--- src/rtl/ptw_pkg.sv ---
package ptw_pkg;
  localparam int unsigned CTL_W    = 16;
  localparam int unsigned ADDR_W   = 8;
  localparam int unsigned ADDR_LSB = 8;
  localparam int unsigned DATA_BIT = 7;
  localparam int unsigned MAX_PHY  = 4;

  typedef enum logic [2:0] {
    ST_IDLE, ST_ADDR, ST_DATA, ST_SETUP, ST_HIGH, ST_LOW, ST_FIN
  } ptw_state_e;

  typedef enum logic [2:0] {
    OP_NONE, OP_CLEAR, OP_ADDR, OP_DATA, OP_RISE, OP_FALL
  } ptw_op_e;
endpackage

--- src/rtl/ptw_req_reg.sv ---
module ptw_req_reg #(
  parameter int unsigned DATA_W = 8,
  parameter int unsigned PHY_W  = 2,
  parameter int unsigned LEN_W  = 4
) (
  input  logic                       clk_i,
  input  logic                       rst_ni,
  input  logic                       load_i,
  input  logic                       step_i,
  input  logic [PHY_W-1:0]           phy_i,
  input  logic [ptw_pkg::ADDR_W-1:0] addr_i,
  input  logic [DATA_W-1:0]          data_i,
  input  logic [LEN_W-1:0]           len_i,
  output logic [PHY_W-1:0]           phy_o,
  output logic [ptw_pkg::ADDR_W-1:0] addr_o,
  output logic                       bit_o,
  output logic                       last_o,
  output logic                       empty_o
);
  localparam logic [LEN_W-1:0] LenMax = LEN_W'(DATA_W);

  logic [PHY_W-1:0]           phy_q;
  logic [ptw_pkg::ADDR_W-1:0] addr_q;
  logic [DATA_W-1:0]          sh_q;
  logic [LEN_W-1:0]           left_q;
  logic [LEN_W-1:0]           len_eff;

  assign len_eff = (len_i > LenMax) ? LenMax : len_i;

  always_ff @(posedge clk_i or negedge rst_ni) begin
    if (!rst_ni) begin
      phy_q  <= '0;
      addr_q <= '0;
      sh_q   <= '0;
      left_q <= '0;
    end else if (load_i) begin
      phy_q  <= phy_i;
      addr_q <= addr_i;
      sh_q   <= data_i;
      left_q <= len_eff;
    end else if (step_i) begin
      addr_q <= addr_q + ptw_pkg::ADDR_W'(1);
      sh_q   <= sh_q >> 1;
      left_q <= left_q - LEN_W'(1);
    end
  end

  assign phy_o   = phy_q;
  assign addr_o  = addr_q;
  assign bit_o   = sh_q[0];
  assign last_o  = (left_q == LEN_W'(1));
  assign empty_o = (left_q == '0);
endmodule

--- src/rtl/ptw_phase_timer.sv ---
module ptw_phase_timer #(
  parameter int unsigned HOLD_CYC = 2
) (
  input  logic clk_i,
  input  logic rst_ni,
  input  logic load_i,
  output logic expired_o
);
  localparam int unsigned HC = (HOLD_CYC < 1) ? 1 : HOLD_CYC;
  localparam int unsigned TW = (HC > 1) ? $clog2(HC) : 1;
  localparam logic [TW-1:0] Reload = TW'(HC - 1);

  logic [TW-1:0] cnt_q;

  always_ff @(posedge clk_i or negedge rst_ni) begin
    if (!rst_ni)              cnt_q <= '0;
    else if (load_i)          cnt_q <= Reload;
    else if (cnt_q != '0)     cnt_q <= cnt_q - TW'(1);
  end

  assign expired_o = (cnt_q == '0);
endmodule

--- src/rtl/ptw_ctl_word.sv ---
module ptw_ctl_word #(
  parameter int unsigned NUM_PHY = 4,
  parameter int unsigned PHY_W   = 2
) (
  input  logic                       clk_i,
  input  logic                       rst_ni,
  input  ptw_pkg::ptw_op_e           op_i,
  input  logic [PHY_W-1:0]           phy_i,
  input  logic [ptw_pkg::ADDR_W-1:0] addr_i,
  input  logic                       bit_i,
  output logic [ptw_pkg::CTL_W-1:0]  ctl_o
);
  import ptw_pkg::*;

  logic [CTL_W-1:0] stb_mask;
  logic [CTL_W-1:0] ctl_q, ctl_d;

  // strobe of PHY g sits at bit 2g; odd bits never selected
  for (genvar g = 0; g < MAX_PHY; g++) begin : g_stb
    if (g < NUM_PHY) begin : g_used
      assign stb_mask[2*g] = (phy_i == PHY_W'(g));
    end else begin : g_unused
      assign stb_mask[2*g] = 1'b0;
    end
    assign stb_mask[2*g+1] = 1'b0;
  end
  assign stb_mask[CTL_W-1:2*MAX_PHY] = '0;

  always_comb begin
    ctl_d = ctl_q;
    unique case (op_i)
      OP_CLEAR: ctl_d = '0;
      OP_ADDR:  ctl_d[ADDR_LSB +: ADDR_W] = addr_i;
      OP_DATA: begin
        ctl_d = ctl_q & ~stb_mask;
        ctl_d[DATA_BIT] = bit_i;
      end
      OP_RISE:  ctl_d = ctl_q | stb_mask;
      OP_FALL:  ctl_d = ctl_q & ~stb_mask;
      default:  ctl_d = ctl_q;
    endcase
  end

  always_ff @(posedge clk_i or negedge rst_ni) begin
    if (!rst_ni) ctl_q <= '0;
    else         ctl_q <= ctl_d;
  end

  assign ctl_o = ctl_q;
endmodule

--- src/rtl/ptw_seq_fsm.sv ---
module ptw_seq_fsm (
  input  logic             clk_i,
  input  logic             rst_ni,
  input  logic             req_valid_i,
  input  logic             req_clr_i,
  input  logic             expired_i,
  input  logic             last_i,
  input  logic             empty_i,
  output logic             load_o,
  output logic             step_o,
  output logic             tmr_load_o,
  output ptw_pkg::ptw_op_e op_o,
  output logic             busy_o,
  output logic             ready_o,
  output logic             done_o
);
  import ptw_pkg::*;

  ptw_state_e st_q, st_d;

  always_comb begin
    st_d       = st_q;
    load_o     = 1'b0;
    step_o     = 1'b0;
    tmr_load_o = 1'b0;
    op_o       = OP_NONE;
    unique case (st_q)
      ST_IDLE: if (req_valid_i) begin
        load_o = 1'b1;
        op_o   = req_clr_i ? OP_CLEAR : OP_NONE;
        st_d   = ST_ADDR;
      end
      ST_ADDR: begin
        if (empty_i) st_d = ST_FIN;
        else begin
          op_o = OP_ADDR;
          st_d = ST_DATA;
        end
      end
      ST_DATA: begin
        op_o       = OP_DATA;
        tmr_load_o = 1'b1;
        st_d       = ST_SETUP;
      end
      ST_SETUP: if (expired_i) begin
        op_o       = OP_RISE;
        tmr_load_o = 1'b1;
        st_d       = ST_HIGH;
      end
      ST_HIGH: if (expired_i) begin
        op_o       = OP_FALL;
        tmr_load_o = 1'b1;
        st_d       = ST_LOW;
      end
      ST_LOW: if (expired_i) begin
        if (last_i) st_d = ST_FIN;
        else begin
          step_o = 1'b1;
          st_d   = ST_ADDR;
        end
      end
      ST_FIN:  st_d = ST_IDLE;
      default: st_d = ST_IDLE;
    endcase
  end

  always_ff @(posedge clk_i or negedge rst_ni) begin
    if (!rst_ni) st_q <= ST_IDLE;
    else         st_q <= st_d;
  end

  assign busy_o  = (st_q != ST_IDLE);
  assign ready_o = (st_q == ST_IDLE);
  assign done_o  = (st_q == ST_FIN);
endmodule

--- src/rtl/ptune_writer.sv ---
module ptune_writer #(
  parameter int unsigned NUM_PHY  = 4,
  parameter int unsigned DATA_W   = 8,
  parameter int unsigned HOLD_CYC = 2,
  localparam int unsigned PHY_W   = (NUM_PHY > 1) ? $clog2(NUM_PHY) : 1,
  localparam int unsigned LEN_W   = $clog2(DATA_W + 1)
) (
  input  logic              clk_i,
  input  logic              rst_ni,
  input  logic              req_valid_i,
  output logic              req_ready_o,
  input  logic [PHY_W-1:0]  req_phy_i,
  input  logic [7:0]        req_addr_i,
  input  logic [DATA_W-1:0] req_data_i,
  input  logic [LEN_W-1:0]  req_len_i,
  input  logic              req_clr_i,
  output logic              busy_o,
  output logic              done_o,
  output logic [15:0]       ctl_o
);
  import ptw_pkg::*;

  logic             load, step, tmr_load, expired;
  logic             last, empty, cur_bit;
  logic [PHY_W-1:0] cur_phy;
  logic [ADDR_W-1:0] cur_addr;
  ptw_op_e          op;

  ptw_seq_fsm u_fsm (
    .clk_i      (clk_i),
    .rst_ni     (rst_ni),
    .req_valid_i(req_valid_i),
    .req_clr_i  (req_clr_i),
    .expired_i  (expired),
    .last_i     (last),
    .empty_i    (empty),
    .load_o     (load),
    .step_o     (step),
    .tmr_load_o (tmr_load),
    .op_o       (op),
    .busy_o     (busy_o),
    .ready_o    (req_ready_o),
    .done_o     (done_o)
  );

  ptw_req_reg #(.DATA_W(DATA_W), .PHY_W(PHY_W), .LEN_W(LEN_W)) u_req (
    .clk_i  (clk_i),
    .rst_ni (rst_ni),
    .load_i (load),
    .step_i (step),
    .phy_i  (req_phy_i),
    .addr_i (req_addr_i),
    .data_i (req_data_i),
    .len_i  (req_len_i),
    .phy_o  (cur_phy),
    .addr_o (cur_addr),
    .bit_o  (cur_bit),
    .last_o (last),
    .empty_o(empty)
  );

  ptw_phase_timer #(.HOLD_CYC(HOLD_CYC)) u_tmr (
    .clk_i    (clk_i),
    .rst_ni   (rst_ni),
    .load_i   (tmr_load),
    .expired_o(expired)
  );

  ptw_ctl_word #(.NUM_PHY(NUM_PHY), .PHY_W(PHY_W)) u_ctl (
    .clk_i (clk_i),
    .rst_ni(rst_ni),
    .op_i  (op),
    .phy_i (cur_phy),
    .addr_i(cur_addr),
    .bit_i (cur_bit),
    .ctl_o (ctl_o)
  );
endmodule

--- config.mk ---
export PLATFORM = sky130hd
export DESIGN_NAME = ptune_writer
export DESIGN_NICKNAME = d
export VERILOG_FILES = /design/src/rtl/ptw_pkg.sv /design/src/rtl/ptw_req_reg.sv /design/src/rtl/ptw_phase_timer.sv /design/src/rtl/ptw_ctl_word.sv /design/src/rtl/ptw_seq_fsm.sv /design/src/rtl/ptune_writer.sv
export SDC_FILE = /design/constraint.sdc
export NUM_CORES = 1
export LEC_CHECK = 0
export BUFFER_PORTS_ARGS = -buffer_cell sky130_fd_sc_hd__buf_2
export CORE_UTILIZATION = 40
export CTS_CLUSTER_SIZE = 8
export DETAILED_ROUTE_END_ITERATION = 6
export PLACE_DENSITY_LB_ADDON = 0.25
export SLEW_MARGIN = 20
export SYNTH_ARGS = -nofsm -noshare
export SYNTH_HDL_FRONTEND = slang
export SYNTH_HIERARCHICAL = 1
export SYNTH_SLANG_ARGS = --single-unit
--- constraint.sdc ---
create_clock -name clk_i -period 2.05 [get_ports clk_i]
set_clock_uncertainty 0.2 [all_clocks]
set_input_delay 0.205 -clock clk_i [delete_from_list [all_inputs] [get_ports clk_i]]
set_output_delay 0.205 -clock clk_i [all_outputs]
set_load 0.02 [all_outputs]
==> summary.txt <==
Setup path
  – Critical path's top delay family: simple AND/OR/NAND/NOR gates
  – Instance count on the critical path: 8
  – Register-to-Register Path Depth: 8
  – Largest fanout on the critical path: 8
  – Type of destination of the critical path: flop
  – Launching element of the worst setup path: u_req/left_q[0]$_DFFE_PN0P_
  – Critical setup path kind: flop to flop
  – Worst path slowest cell: dfrtp_1
  – Worst flop-to-flop path startpoint: u_req/left_q[0]$_DFFE_PN0P_
  – Sum of buffers and inverters on the critical path: 1
  – CP arrival: 2120 ps
  – Largest incremental delay on the critical path: 370 ps
  – Cell-by-cell trace of the critical path: inv_1 -> ha_2 -> nor3b_4 -> or3_1 -> a21oi_2 -> nor2_2 -> or2_4 -> a22o_1
  – Critical Path Start Type: flop
  – Required @ worst endpoint: 2030 ps

Synth
  – Count of synthesis-stage warnings from yosys: 6
  – Synth Area in Simple Gates: 17.3%
  – Fraction of registers with async set/reset: 100%
  – Seq/Total Area, Yosys: 45.9%
  – Primary flip-flop cell chosen by synthesis mapping: dfrtp_1
  – Cells after synthesis: 214
  – Share of the synthesized area in compound gates (AO/OA/AOI/OAI): 19.3%
  – Combinational family with the most area after synthesis: compound AO/OA/AOI/OAI gates
  – Netlist area before placement: 0.00212 mm2
  – Syn avg cell area: 9.93 um2
  – Number of enable flip-flop cells after synthesis: 0
  – Fraction of the mapped netlist area in adder cells: 1.77%
  – Number of different library cells in the post-synthesis netlist: 44
  – Register bit total from synthesis: 39
  – Multiplexer area fraction after synthesis: 6.36%
  – Xor/xnor cell area share of the yosys netlist: 2.89%

Place
  – Number of placed cells counting well taps: 342
  – Final GP Congestion: 0.797
  – Number of buffer cells added on primary ports: 41
  – Pre-CTS setup slack: -159 ps
  – Half-perimeter wire length after detailed placement: 3.02 mm

Routing
  – Average wire per cell in the routed design: 12.5 um
  – Count of unresolved DRC violations after routing: 0
  – Sum of routed wire length over all layers: 4.81 mm
  – Routed via count: 1897
  – Antenna-violating nets left: 0
  – Post-DR vias/cell: 4.93
  – Detailed Route Iter0 Violations: 80
  – First-pass iteration count of the detailed router: 4

GRT
  – Via count of the first global-routing pass: 1781
  – Pin count of the biggest net entering global routing: 40
  – GR Overflow Total: 0
  – Global-route usage over all layers: 18.1%
  – Global-route wire length before repair: 7.71 mm
  – Antenna violations before repair: 0

Min path
  – Launch instance of the worst min-delay path: req_valid_i
  – Number of stages on the worst hold path: 4
  – Class of the tightest hold or removal check: input port to flop

Layout
  – Number of nets in the layout: 344
  – Number of inserted diodes: 0
  – Layout Area Growth over Synthesis: 50.1%
  – Layout cell share with drive strength beyond 1: 40.6%
  – Final Instance Count excl. Fillers: 385

CTS
  – Deepest level of the CTS H-tree: 2
  – Clock sinks: 39
  – Worst-path clk slew: 70 ps
  – Number of buffers inserted during clock tree synthesis: 5
  – Clock tree from TritonCTS: done
  – Clk_lat worst skew: 290 ps
  – Cell at the root of the clock tree: clkbuf_8
  – Maximum buffer depth of the clock tree: 2

Floorplanning
  – Chip width: 74.9 um
  – Top-level I/O count: 45
  – Row count: 26
  – Chip Height: 74.9 um
  – Effective utilization at floorplan: 41.6%
  – Core area: 0.00511 mm2
  – Die Outline Area: 0.00561 mm2

Timing
  – Hold slack: 195 ps
  – Max Freq: 467 MHz
  – Final critical-path setup slack: -89.1 ps
  – Final count of pins violating max slew: 0
  – Final Setup Violations: 15
  – Shortest period the worst path allows: 2140 ps
  – Final Hold Violating Endpoints: 0
  – Tcrit/Tclk final: 104%
  – Unrepaired setup endpoints after global routing: yes

Pwr
  – Total power divided by cell area: 1520 mW/mm2
  – IR drop worst, VDD: 0.648 mV
  – Leakage power: 1.45 nW

Run status
  – Run status: finished, violations left
  – Violations in the final reports: negative setup slack

Flow run
  – MaxCap Viol Count: 0
==> state kept, by name, summed over array words and instances (netlist names) <==
| register | flops |
|---|---|
| u_ctl/ctl_o | 13 |
| u_req/addr_o | 8 |
| u_req/sh_q | 8 |
| u_req/left_q | 4 |
| u_fsm/st_q | 3 |
| u_req/phy_o | 2 |
| u_tmr/cnt_q | 1 |
==> stage by stage <==
stage                     power (mW)  TNS (ps)  area [um2]  utilization, %
final                           4.85      -784        3190            62.4
after global routing            5.24     -2330        3190            62.4
after CTS                       4.50      -817        3010            58.9
after detailed placement        3.75     -1900        2590            50.8
after global placement          3.71     -1350        2590            50.8
after floorplan                 2.97      -814        2140               -
==> area by class of cell <==
type / count / area, um2
Fill cell: 417 / 1920
Multi-Input combinational cell: 153 / 1140
Sequential cell: 39 / 980
Timing Repair Buffer: 108 / 860
Tap cell: 70 / 87.6
Clock buffer: 6 / 82.6
Inverter: 8 / 32.5
Clock inverter: 1 / 5.00
==> cells by family (layout without fill, tap and decap cells) <==
family	Yosys count	count (layout)
buffers and inverters	24	123
xor gates and xnor gates	7	7
muxes	13	13
DFF	39	39
AOI/OAI and AO/OA	60	60
other	1	3
adders and majority gates	3	3
and+or+nand+nor	67	67
==> report_power, final <==
part / switching [mW] / total (mW) / leakage, nW / internal (mW)
Combinational: 1.30 / 2.83 / 0.919 / 1.53
Clock: 0.258 / 0.522 / 0.0470 / 0.264
Sequential: 0.366 / 1.49 / 0.489 / 1.13
==> cells in the mapped netlist (2+ instances only) <==
master	instances	share of area, %
a22o_1	18	7.4
nor2b_1	6	1.8
o32ai_1	2	0.82
o21ai_0	20	4.7
o2bb2ai_1	2	0.82
buf_2	9	2.1
or3_1	2	0.59
nor3b_1	3	1.1
nor2_1	5	0.88
nand2b_1	2	0.59
and2_1	2	0.59
nand2_1	27	4.8
or4_1	3	1.1
inv_2	2	0.35
xnor2_1	2	0.82
a21boi_1	2	0.71
mux2i_1	9	4.2
dfrtp_1	39	46
nand4_1	2	0.59
inv_1	5	0.88
buf_4	4	1.4
buf_6	2	1.1
nand3_1	8	1.9
ha_1	3	1.8
o22ai_1	4	1.2
a21oi_1	3	0.71
xor2_1	5	2.1
mux2_2	4	2.1
o21ai_1	4	0.94
==> placed cells by master, fill, tap and decap left out, drive strengths merged, types with 4 or more instances in the layout <==
master       instances
nor2b                6
dlygate4sd3         23
xor2                 5
o21ai               24
nand2               27
dfrtp               39
mux2i                9
a22o                18
mux2                 4
nor2                 6
o22ai                4
clkbuf               7
inv                  8
buf                 84
nand3                8
==> worst paths after layout <==
kind | slack (ps) | endpoint
worst max register to register | -90 | u_ctl/ctl_o[8]$_DFFE_PN0P_
worst min-delay path | 190 | u_fsm/st_q[0]$_DFFE_PN0P_
worst min register to register | 290 | u_ctl/ctl_o[6]$_DFFE_PN0P_
worst max-delay path | -90 | u_ctl/ctl_o[8]$_DFFE_PN0P_
min in group asynchronous | 290 | u_ctl/ctl_o[4]$_DFFE_PN0P_
max in group asynchronous | 980 | u_fsm/st_q[0]$_DFFE_PN0P_
==> tightest hold or removal path, stage by stage <==
cell and delay [ps]:
buf_2 110, nand2b_1 60, a21boi_0 70, o211a_1 190
==> what timing repair did <==
action / 4_1_cts / 5_1_grt
gates cloned: 0 / 1
resized for setup: 11 / 40
hold buffers: 23 / 0
pin swaps: 6 / 15
endpoints found under the setup margin: 19 / 33
hold endpoints to repair: 60 / 0
setup buffers: 7 / 5
==> metal layers <==
layer  track usage (%)  wire (um)  vias up
met5                 0          0        -
met4              6.92         66        0
met3              3.75        126        7
met2              31.5       2370       34
met1              22.1       2250      893
li1                  -          -      963
Power figures use the tool's default switching activity.
